`src/rtl/gauge_pkg.sv`:
```
`timescale 1ns/1ps
package gauge_pkg;

  // pi in Q16 fixed point
  localparam longint PI_Q16 = 64'sd205887;

  // Per-octant control word produced by the octant decoder
  typedef struct packed {
    logic sin_ramp;  // 1: sine ramps, cosine pinned; 0: the reverse
    logic descend;   // 1: ramp index runs 127..0 across the octant
    logic sin_neg;   // sine channel negative
    logic cos_neg;   // cosine channel negative
  } oct_ctl_t;

  // Ramp magnitude for table index idx: full * tan(idx * (pi/4) / 2^pos_w).
  // Tangent by a [3/2] Pade form, a(15 - a^2) / (15 - 6 a^2), in Q16 integers.
  function automatic int ramp_mag(input int idx, input int pos_w, input int full);
    longint a;
    longint a2;
    longint num;
    longint den;
    longint t;
    longint fifteen;
    fifteen = 64'sd15 <<< 16;
    a   = (longint'(idx) * PI_Q16) / (longint'(4) <<< pos_w);
    a2  = (a * a) >>> 16;
    num = a * (fifteen - a2);
    den = fifteen - 64'sd6 * a2;
    t   = num / den;
    return int'((longint'(full) * t + 64'sd32768) >>> 16);
  endfunction

endpackage

```
`src/rtl/octant_decode.sv`:
```
`timescale 1ns/1ps
module octant_decode
  import gauge_pkg::*;
(
  input  logic [2:0] octant_i,
  output oct_ctl_t   ctl_o
);

  // Sine ramps where it passes through zero or approaches the diagonal from
  // its own full-scale side; signs follow the quadrant of the octant.
  always_comb begin
    ctl_o = '0;
    unique case (octant_i)
      3'd0: ctl_o = '{sin_ramp: 1'b1, descend: 1'b0, sin_neg: 1'b0, cos_neg: 1'b0};
      3'd1: ctl_o = '{sin_ramp: 1'b0, descend: 1'b1, sin_neg: 1'b0, cos_neg: 1'b0};
      3'd2: ctl_o = '{sin_ramp: 1'b0, descend: 1'b0, sin_neg: 1'b0, cos_neg: 1'b1};
      3'd3: ctl_o = '{sin_ramp: 1'b1, descend: 1'b1, sin_neg: 1'b0, cos_neg: 1'b1};
      3'd4: ctl_o = '{sin_ramp: 1'b1, descend: 1'b0, sin_neg: 1'b1, cos_neg: 1'b1};
      3'd5: ctl_o = '{sin_ramp: 1'b0, descend: 1'b1, sin_neg: 1'b1, cos_neg: 1'b1};
      3'd6: ctl_o = '{sin_ramp: 1'b0, descend: 1'b0, sin_neg: 1'b1, cos_neg: 1'b0};
      3'd7: ctl_o = '{sin_ramp: 1'b1, descend: 1'b1, sin_neg: 1'b1, cos_neg: 1'b0};
      default: ctl_o = '0;
    endcase
  end

endmodule

```
`src/rtl/ramp_rom.sv`:
```
`timescale 1ns/1ps
module ramp_rom
  import gauge_pkg::*;
#(
  parameter int POS_W = 7,
  parameter int MAG_W = 9
) (
  input  logic [POS_W-1:0] idx_i,
  output logic [MAG_W-1:0] mag_o
);

  localparam int DEPTH = 1 << POS_W;
  localparam int FULL  = (1 << MAG_W) - 1;

  logic [MAG_W-1:0] tbl [DEPTH];

  for (genvar g = 0; g < DEPTH; g++) begin : g_entry
    localparam int VAL = ramp_mag(g, POS_W, FULL);
    assign tbl[g] = MAG_W'(VAL);
  end

  assign mag_o = tbl[idx_i];

endmodule

```
`src/rtl/coil_mux.sv`:
```
`timescale 1ns/1ps
module coil_mux
  import gauge_pkg::*;
#(
  parameter int OUT_W = 10
) (
  input  oct_ctl_t                ctl_i,
  input  logic [OUT_W-2:0]        ramp_i,
  output logic signed [OUT_W-1:0] sin_o,
  output logic signed [OUT_W-1:0] cos_o
);

  localparam int MAG_W = OUT_W - 1;
  localparam logic [MAG_W-1:0] FULL_MAG = {MAG_W{1'b1}};

  logic [MAG_W-1:0]        sin_mag;
  logic [MAG_W-1:0]        cos_mag;
  logic signed [OUT_W-1:0] sin_pos;
  logic signed [OUT_W-1:0] cos_pos;

  always_comb begin
    sin_mag = ctl_i.sin_ramp ? ramp_i : FULL_MAG;
    cos_mag = ctl_i.sin_ramp ? FULL_MAG : ramp_i;
    sin_pos = $signed({1'b0, sin_mag});
    cos_pos = $signed({1'b0, cos_mag});
    sin_o   = ctl_i.sin_neg ? -sin_pos : sin_pos;
    cos_o   = ctl_i.cos_neg ? -cos_pos : cos_pos;
  end

  // The ramp table must never reach full scale, or both windings would pin.
  always_comb begin
    assert_ramp_below_full_R4: assert (ramp_i != FULL_MAG)
      else $error("ramp table reached full scale");
  end

endmodule

```
`src/rtl/gauge_coil_driver.sv`:
```
`timescale 1ns/1ps
module gauge_coil_driver
  import gauge_pkg::*;
#(
  parameter int ANGLE_W = 10,
  parameter int OUT_W   = 10
) (
  input  logic                      clk_i,
  input  logic                      rst_ni,
  input  logic                      load_i,
  input  logic [ANGLE_W-1:0]        angle_i,
  output logic signed [OUT_W-1:0]   sin_o,
  output logic signed [OUT_W-1:0]   cos_o
);

  localparam int OCT_W = 3;
  localparam int POS_W = ANGLE_W - OCT_W;
  localparam int MAG_W = OUT_W - 1;
  localparam logic signed [OUT_W-1:0] POS_FULL = $signed({1'b0, {MAG_W{1'b1}}});
  localparam logic signed [OUT_W-1:0] NEG_FULL = -POS_FULL;
  localparam logic signed [OUT_W-1:0] MOST_NEG = $signed({1'b1, {MAG_W{1'b0}}});

  // ---------------- reset release synchronizer ----------------
  logic [1:0] rst_pipe_q;
  logic       rst_n_sync;

  always_ff @(posedge clk_i or negedge rst_ni) begin
    if (!rst_ni) rst_pipe_q <= '0;
    else         rst_pipe_q <= {rst_pipe_q[0], 1'b1};
  end
  assign rst_n_sync = rst_pipe_q[1];

  // ---------------- angle datapath ----------------
  logic [OCT_W-1:0]        octant;
  logic [POS_W-1:0]        pos;
  logic [POS_W-1:0]        ramp_idx;
  logic [MAG_W-1:0]        ramp_mag_w;
  oct_ctl_t                ctl;
  logic signed [OUT_W-1:0] sin_new;
  logic signed [OUT_W-1:0] cos_new;

  assign octant   = angle_i[ANGLE_W-1 -: OCT_W];
  assign pos      = angle_i[POS_W-1:0];
  // descending index is (2^POS_W - 1) - pos
  assign ramp_idx = ctl.descend ? ~pos : pos;

  octant_decode u_decode (
    .octant_i (octant),
    .ctl_o    (ctl)
  );

  ramp_rom #(.POS_W(POS_W), .MAG_W(MAG_W)) u_rom (
    .idx_i (ramp_idx),
    .mag_o (ramp_mag_w)
  );

  coil_mux #(.OUT_W(OUT_W)) u_mux (
    .ctl_i  (ctl),
    .ramp_i (ramp_mag_w),
    .sin_o  (sin_new),
    .cos_o  (cos_new)
  );

  // ---------------- output registers ----------------
  logic signed [OUT_W-1:0] sin_q, sin_d;
  logic signed [OUT_W-1:0] cos_q, cos_d;

  always_comb begin
    sin_d = sin_q;
    cos_d = cos_q;
    if (load_i) begin
      sin_d = sin_new;
      cos_d = cos_new;
    end
  end

  always_ff @(posedge clk_i or negedge rst_n_sync) begin
    if (!rst_n_sync) begin
      sin_q <= '0;
      cos_q <= POS_FULL;
    end else begin
      sin_q <= sin_d;
      cos_q <= cos_d;
    end
  end

  assign sin_o = sin_q;
  assign cos_o = cos_q;

  // ---------------- assertions ----------------
  assert_hold_R2: assert property (@(posedge clk_i) disable iff (!rst_n_sync)
    !load_i |=> ($stable(sin_o) && $stable(cos_o)))
    else $error("outputs changed without load");

  assert_no_overflow_R9: assert property (@(posedge clk_i) disable iff (!rst_n_sync)
    (sin_o != MOST_NEG) && (cos_o != MOST_NEG))
    else $error("output reached most negative code");

  assert_one_pinned_R9: assert property (@(posedge clk_i) disable iff (!rst_n_sync)
    (sin_o == POS_FULL) || (sin_o == NEG_FULL) || (cos_o == POS_FULL) || (cos_o == NEG_FULL))
    else $error("no channel at full scale");

  assert_origin_R6: assert property (@(posedge clk_i) disable iff (!rst_n_sync)
    (load_i && angle_i == '0) |=> (sin_o == '0 && cos_o == POS_FULL))
    else $error("angle zero drive wrong");

  assert_quarter_R6: assert property (@(posedge clk_i) disable iff (!rst_n_sync)
    (load_i && angle_i == ANGLE_W'(1 << (ANGLE_W - 2))) |=> (sin_o == POS_FULL && cos_o == '0))
    else $error("quarter turn drive wrong");

  assert_half_R6: assert property (@(posedge clk_i) disable iff (!rst_n_sync)
    (load_i && angle_i == ANGLE_W'(1 << (ANGLE_W - 1))) |=> (sin_o == '0 && cos_o == NEG_FULL))
    else $error("half turn drive wrong");

endmodule

```
`config.mk`:
```
export PLATFORM = sky130hd
export DESIGN_NAME = gauge_coil_driver
export DESIGN_NICKNAME = d
export VERILOG_FILES = /design/src/rtl/gauge_pkg.sv /design/src/rtl/octant_decode.sv /design/src/rtl/ramp_rom.sv /design/src/rtl/coil_mux.sv /design/src/rtl/gauge_coil_driver.sv
export SDC_FILE = /design/constraint.sdc
export NUM_CORES = 1
export LEC_CHECK = 0
export BUFFER_PORTS_ARGS = -buffer_cell sky130_fd_sc_hd__buf_2
export CAP_MARGIN = 15
export CELL_PAD_IN_SITES_DETAIL_PLACEMENT = 1
export CELL_PAD_IN_SITES_GLOBAL_PLACEMENT = 2
export CORE_ASPECT_RATIO = 0.75
export CORE_UTILIZATION = 37
export CTS_BUF_LIST = sky130_fd_sc_hd__clkbuf_4
export CTS_CLUSTER_DIAMETER = 60
export DETAILED_ROUTE_END_ITERATION = 7
export GPL_TIMING_DRIVEN = 1
export PLACE_DENSITY_LB_ADDON = 0.1
export RECOVER_POWER = 100
export SLEW_MARGIN = 20
export SYNTH_ARGS = -nofsm -noshare
export SYNTH_HDL_FRONTEND = slang
export SYNTH_SLANG_ARGS = --single-unit
```
`constraint.sdc`:
```
create_clock -name clk_i -period 0.8 [get_ports clk_i]
set_clock_uncertainty 0.05 [all_clocks]
set_input_delay 0.16 -clock clk_i [delete_from_list [all_inputs] [get_ports clk_i]]
set_output_delay 0.16 -clock clk_i [all_outputs]
set_load 0.02 [all_outputs]
```
==> reports/results.ini <==
[detailed_routing]
detail_route.iter0.violations = 701
finalWirelength_um = 26700
wl_per_cell_um = 26.9
post-route-drc-count = 0
detail-route-antenna-nets = 0
number_of_vias_in_the_routed_layout = 6493
post_drt_via_cell_ratio = 6.55
detailedRoute.firstPassIterationCount = 6

[critical_path]
crit_path_frequent_cell = sky130_fd_sc_hd__buf_4
cp-end-kind = register
crit_fanout = 13
timing.critical_path.max_delay_family = compound AO/OA/AOI/OAI gates
path_cells = buf_6 > xor2_4 > buf_12 > inv_8 > buf_4 > ha_4 > mux2i_1 > a221o_1 > a32oi_2 > nor2_4 > o311a_4 > buf_4 > a211oi_2 > a31oi_1 > o21ai_1
cp.required_ns = 1.05
worst_ep_arrival_time_ns = 3.21
timing.critical_path.from_type = input pin
slowest_cell_on_the_critical_path = sky130_fd_sc_hd__o311a_4
timing.critical_path.slowest_cell_delay_ns = 0.44
critical_path_class = in -> reg
critical_path.n_buffers_inverters = 5

[clock_tree]
clk_transition_reported_paths_ns = 0.16
library_cell_used_as_clock_root_buffer = sky130_fd_sc_hd__clkbuf_4
numCtsBuffers = 3
cts_tree = done
cts_max_path_buffers = 2
clkSinkCount = 22
clock_latency_ns = 0.37
ctsHtreeMaxLevel = 1

[sta]
min_period_over_period_pct = 370
fmaxAchievable_mhz = 338
finalMaxSlewViolations = 0
finalSetupViolCount = 40
final.setup.tns_ns = -47.16
grt_setup_unrepaired = yes
timing.final.crit_period_ns = 2.96
setup_ws_ns = -2.16
tightestPinTransition_ns = 0.655
maxSlewHeadroom_pct = 56.2
final_hold_viol_count = 0

[finish]
layout.filler_cells = 1392
fin_cells = 992
layout-drive-gt1-share_pct = 50.8
nets = 859
fin_util_pct = 63.6
syn2layout_area_growth_pct = 65.4
final_instance_area_sq_mm = 0.00750

[synthesis]
cell_area_synth_sq_mm = 0.00454
post_synth_num_cell_types = 94
synth_flop_cell = sky130_fd_sc_hd__dfrtp_1
post_synth_most_frequent_cells = sky130_fd_sc_hd__nor2_1, sky130_fd_sc_hd__a21oi_1, sky130_fd_sc_hd__nand2_1
synth_sequential_area_ratio_pct = 12.4
postSynthAreaPerCell_sq_um = 7.40
synth_seq_cells = 22
async_reset_ff_share_pct = 100
post-synth-top-count-cell = sky130_fd_sc_hd__nor2_1
postSynthCellCount = 613
yosys_warnings = 0
postSynthNetCount = 642
edff_count_synth = 0
synth.area.top_cells = sky130_fd_sc_hd__dfrtp_1, sky130_fd_sc_hd__dfstp_2, sky130_fd_sc_hd__a21oi_1
netlist.area_leader.share_pct = 7.17
synthDominantAreaCellType = sky130_fd_sc_hd__dfrtp_1

[floorplanning]
num_io_pins = 33
dieHeight_um = 97.9
chipWidth_um = 130
starting_density_of_the_core_pct = 38.5
die_area_sq_mm = 0.0127
placementRows = 34
fp.coreArea_sq_mm = 0.0118

[global_route]
gr-total-overflow = 0
grt_pass1_vias = 6430
track_usage_pct = 38.9
grt_pass1_wl_um = 37400
antenna_violations_before_repair = 1
grt_max_degree = 35

[outcome]
violations = negative setup slack
run_status = finished, violations left

[placed_design]
post-dp-hpwl_um = 17600
buffer_ports.inserted = 32
place_area_sq_mm = 0.00642
finalWeightedCongestion = 0.964
numPlacedInstances = 952

[power_and_ir_drop]
power_density_mw_per_mm2 = 1300
peakVddDrop_v = 0.000796
cellLeakagePower_nw = 3.09
report.power.total_mw = 9.77

[run]
timing.max_cap.violations = 0

[min_path]
hold_path.class = in -> async

[area by class of cell]
| type | count | area (sq um) | area share (%) |
|---|---|---|---|
| Multi-Input combinational cell | 510 | 4290 | 57.2 |
| Sequential cell | 22 | 562 | 7.49 |
| Antenna cell | 1 | 2.50 | 0.0334 |
| Tap cell | 162 | 203 | 2.70 |
| Timing Repair Buffer | 276 | 2340 | 31.2 |
| Inverter | 17 | 76.3 | 1.02 |
| Clock buffer | 4 | 30.0 | 0.400 |
[where the power goes]
| part | internal, mW | switching [mW] | leakage [nW] |
|---|---|---|---|
| clock network | 0.231 | 0.459 | 0.0184 |
| registers | 1.42 | 0.190 | 0.246 |
| logic | 3.52 | 3.94 | 2.83 |
| total | 5.17 | 4.59 | 3.09 |
[state kept, by name (all words and copies together) (netlist names)]
signal / cells
cos_o: 10
sin_o: 10
rst_pipe_q: 2
[through the flow]
step	hold WS (ns)	setup WS [ns]
2_1_floorplan	-0.186	-2.54
5_1_grt	0.0320	-2.14
3_3_place_gp	-0.107	-2.41
3_5_place_dp	-0.103	-2.49
6_report	0.0252	-2.16
4_1_cts	0.0430	-1.92
[placed cells by master (no fill, tap or decap), types with 5 or more instances in the layout]
cell type / Yosys / layout
sky130_fd_sc_hd__nand3b_1: 6 / 6
sky130_fd_sc_hd__o21ai_0: 32 / 22
sky130_fd_sc_hd__a21oi_1: 47 / 37
sky130_fd_sc_hd__nor2b_1: 21 / 18
sky130_fd_sc_hd__o211ai_1: 9 / 9
sky130_fd_sc_hd__ha_1: 16 / 5
sky130_fd_sc_hd__o221ai_1: 8 / 7
sky130_fd_sc_hd__nor2_4: 0 / 7
sky130_fd_sc_hd__o21ai_2: 1 / 5
sky130_fd_sc_hd__a211o_1: 5 / 5
sky130_fd_sc_hd__mux2i_1: 11 / 11
sky130_fd_sc_hd__buf_2: 20 / 7
sky130_fd_sc_hd__xor2_1: 9 / 8
sky130_fd_sc_hd__mux2_4: 1 / 6
sky130_fd_sc_hd__xnor2_1: 11 / 10
sky130_fd_sc_hd__inv_1: 15 / 10
sky130_fd_sc_hd__dfstp_2: 9 / 9
sky130_fd_sc_hd__a31oi_1: 15 / 9
sky130_fd_sc_hd__nand2_1: 36 / 33
sky130_fd_sc_hd__nor2_1: 51 / 42
sky130_fd_sc_hd__o21ai_1: 3 / 8
sky130_fd_sc_hd__nand2b_1: 18 / 17
sky130_fd_sc_hd__nor3_1: 16 / 11
sky130_fd_sc_hd__dfrtp_1: 13 / 13
sky130_fd_sc_hd__buf_4: 14 / 216
sky130_fd_sc_hd__ha_4: 0 / 9
sky130_fd_sc_hd__buf_6: 6 / 37
sky130_fd_sc_hd__a21oi_2: 0 / 7
sky130_fd_sc_hd__buf_12: 0 / 9
sky130_fd_sc_hd__o22ai_1: 22 / 21
sky130_fd_sc_hd__nand3_1: 12 / 8
sky130_fd_sc_hd__clkbuf_4: 0 / 6
sky130_fd_sc_hd__and3_1: 7 / 6
sky130_fd_sc_hd__nor3b_1: 9 / 8
[per-layer routing]
layer	track usage (%)	up-vias	part of all wire, %
li1	-	2752	-
met3	10.6	95	11
met1	53.8	3229	41
met4	9.03	0	3.2
met2	59.7	417	45
met5	0	-	0
[what timing repair did]
action / 4_1_cts / 5_1_grt
endpoints found under the hold margin: 2 / 0
setup buffers: 24 / 11
setup endpoints to repair: 40 / 40
hold buffers: 1 / 0
gates resized for setup: 129 / 47
pin swaps: 36 / 26
[logic make-up after synthesis]
logic type | synth area share [%]
AOI/OAI and AO/OA | 35.3
and+or+nand+nor | 28.1
buffers and inverters | 9.90
xor gates and xnor gates | 4.58
DFF | 12.4
muxes | 5.24
adders and majority gates | 4.41
other | 0.0827
[final timing paths]
| kind | from | to | slack [ns] | cells after the start |
|---|---|---|---|---|
| setup / recovery | angle_i[1] | sin_o[4] | -2.16 | 15 |
| hold / removal | rst_ni | rst_pipe_q[1] | 0.03 | 2 |
| setup reg to reg | sin_o[7] | sin_o[7] | -0.39 | 3 |
| hold reg to reg | rst_pipe_q[1] | sin_o[8] | 0.23 | 1 |
| max in group asynchronous | rst_pipe_q[1] | cos_o[6] | 0.13 | 1 |
| min in group clk_i | angle_i[9] | sin_o[8] | 0.25 | 4 |
Power figures use the tool's default switching activity.
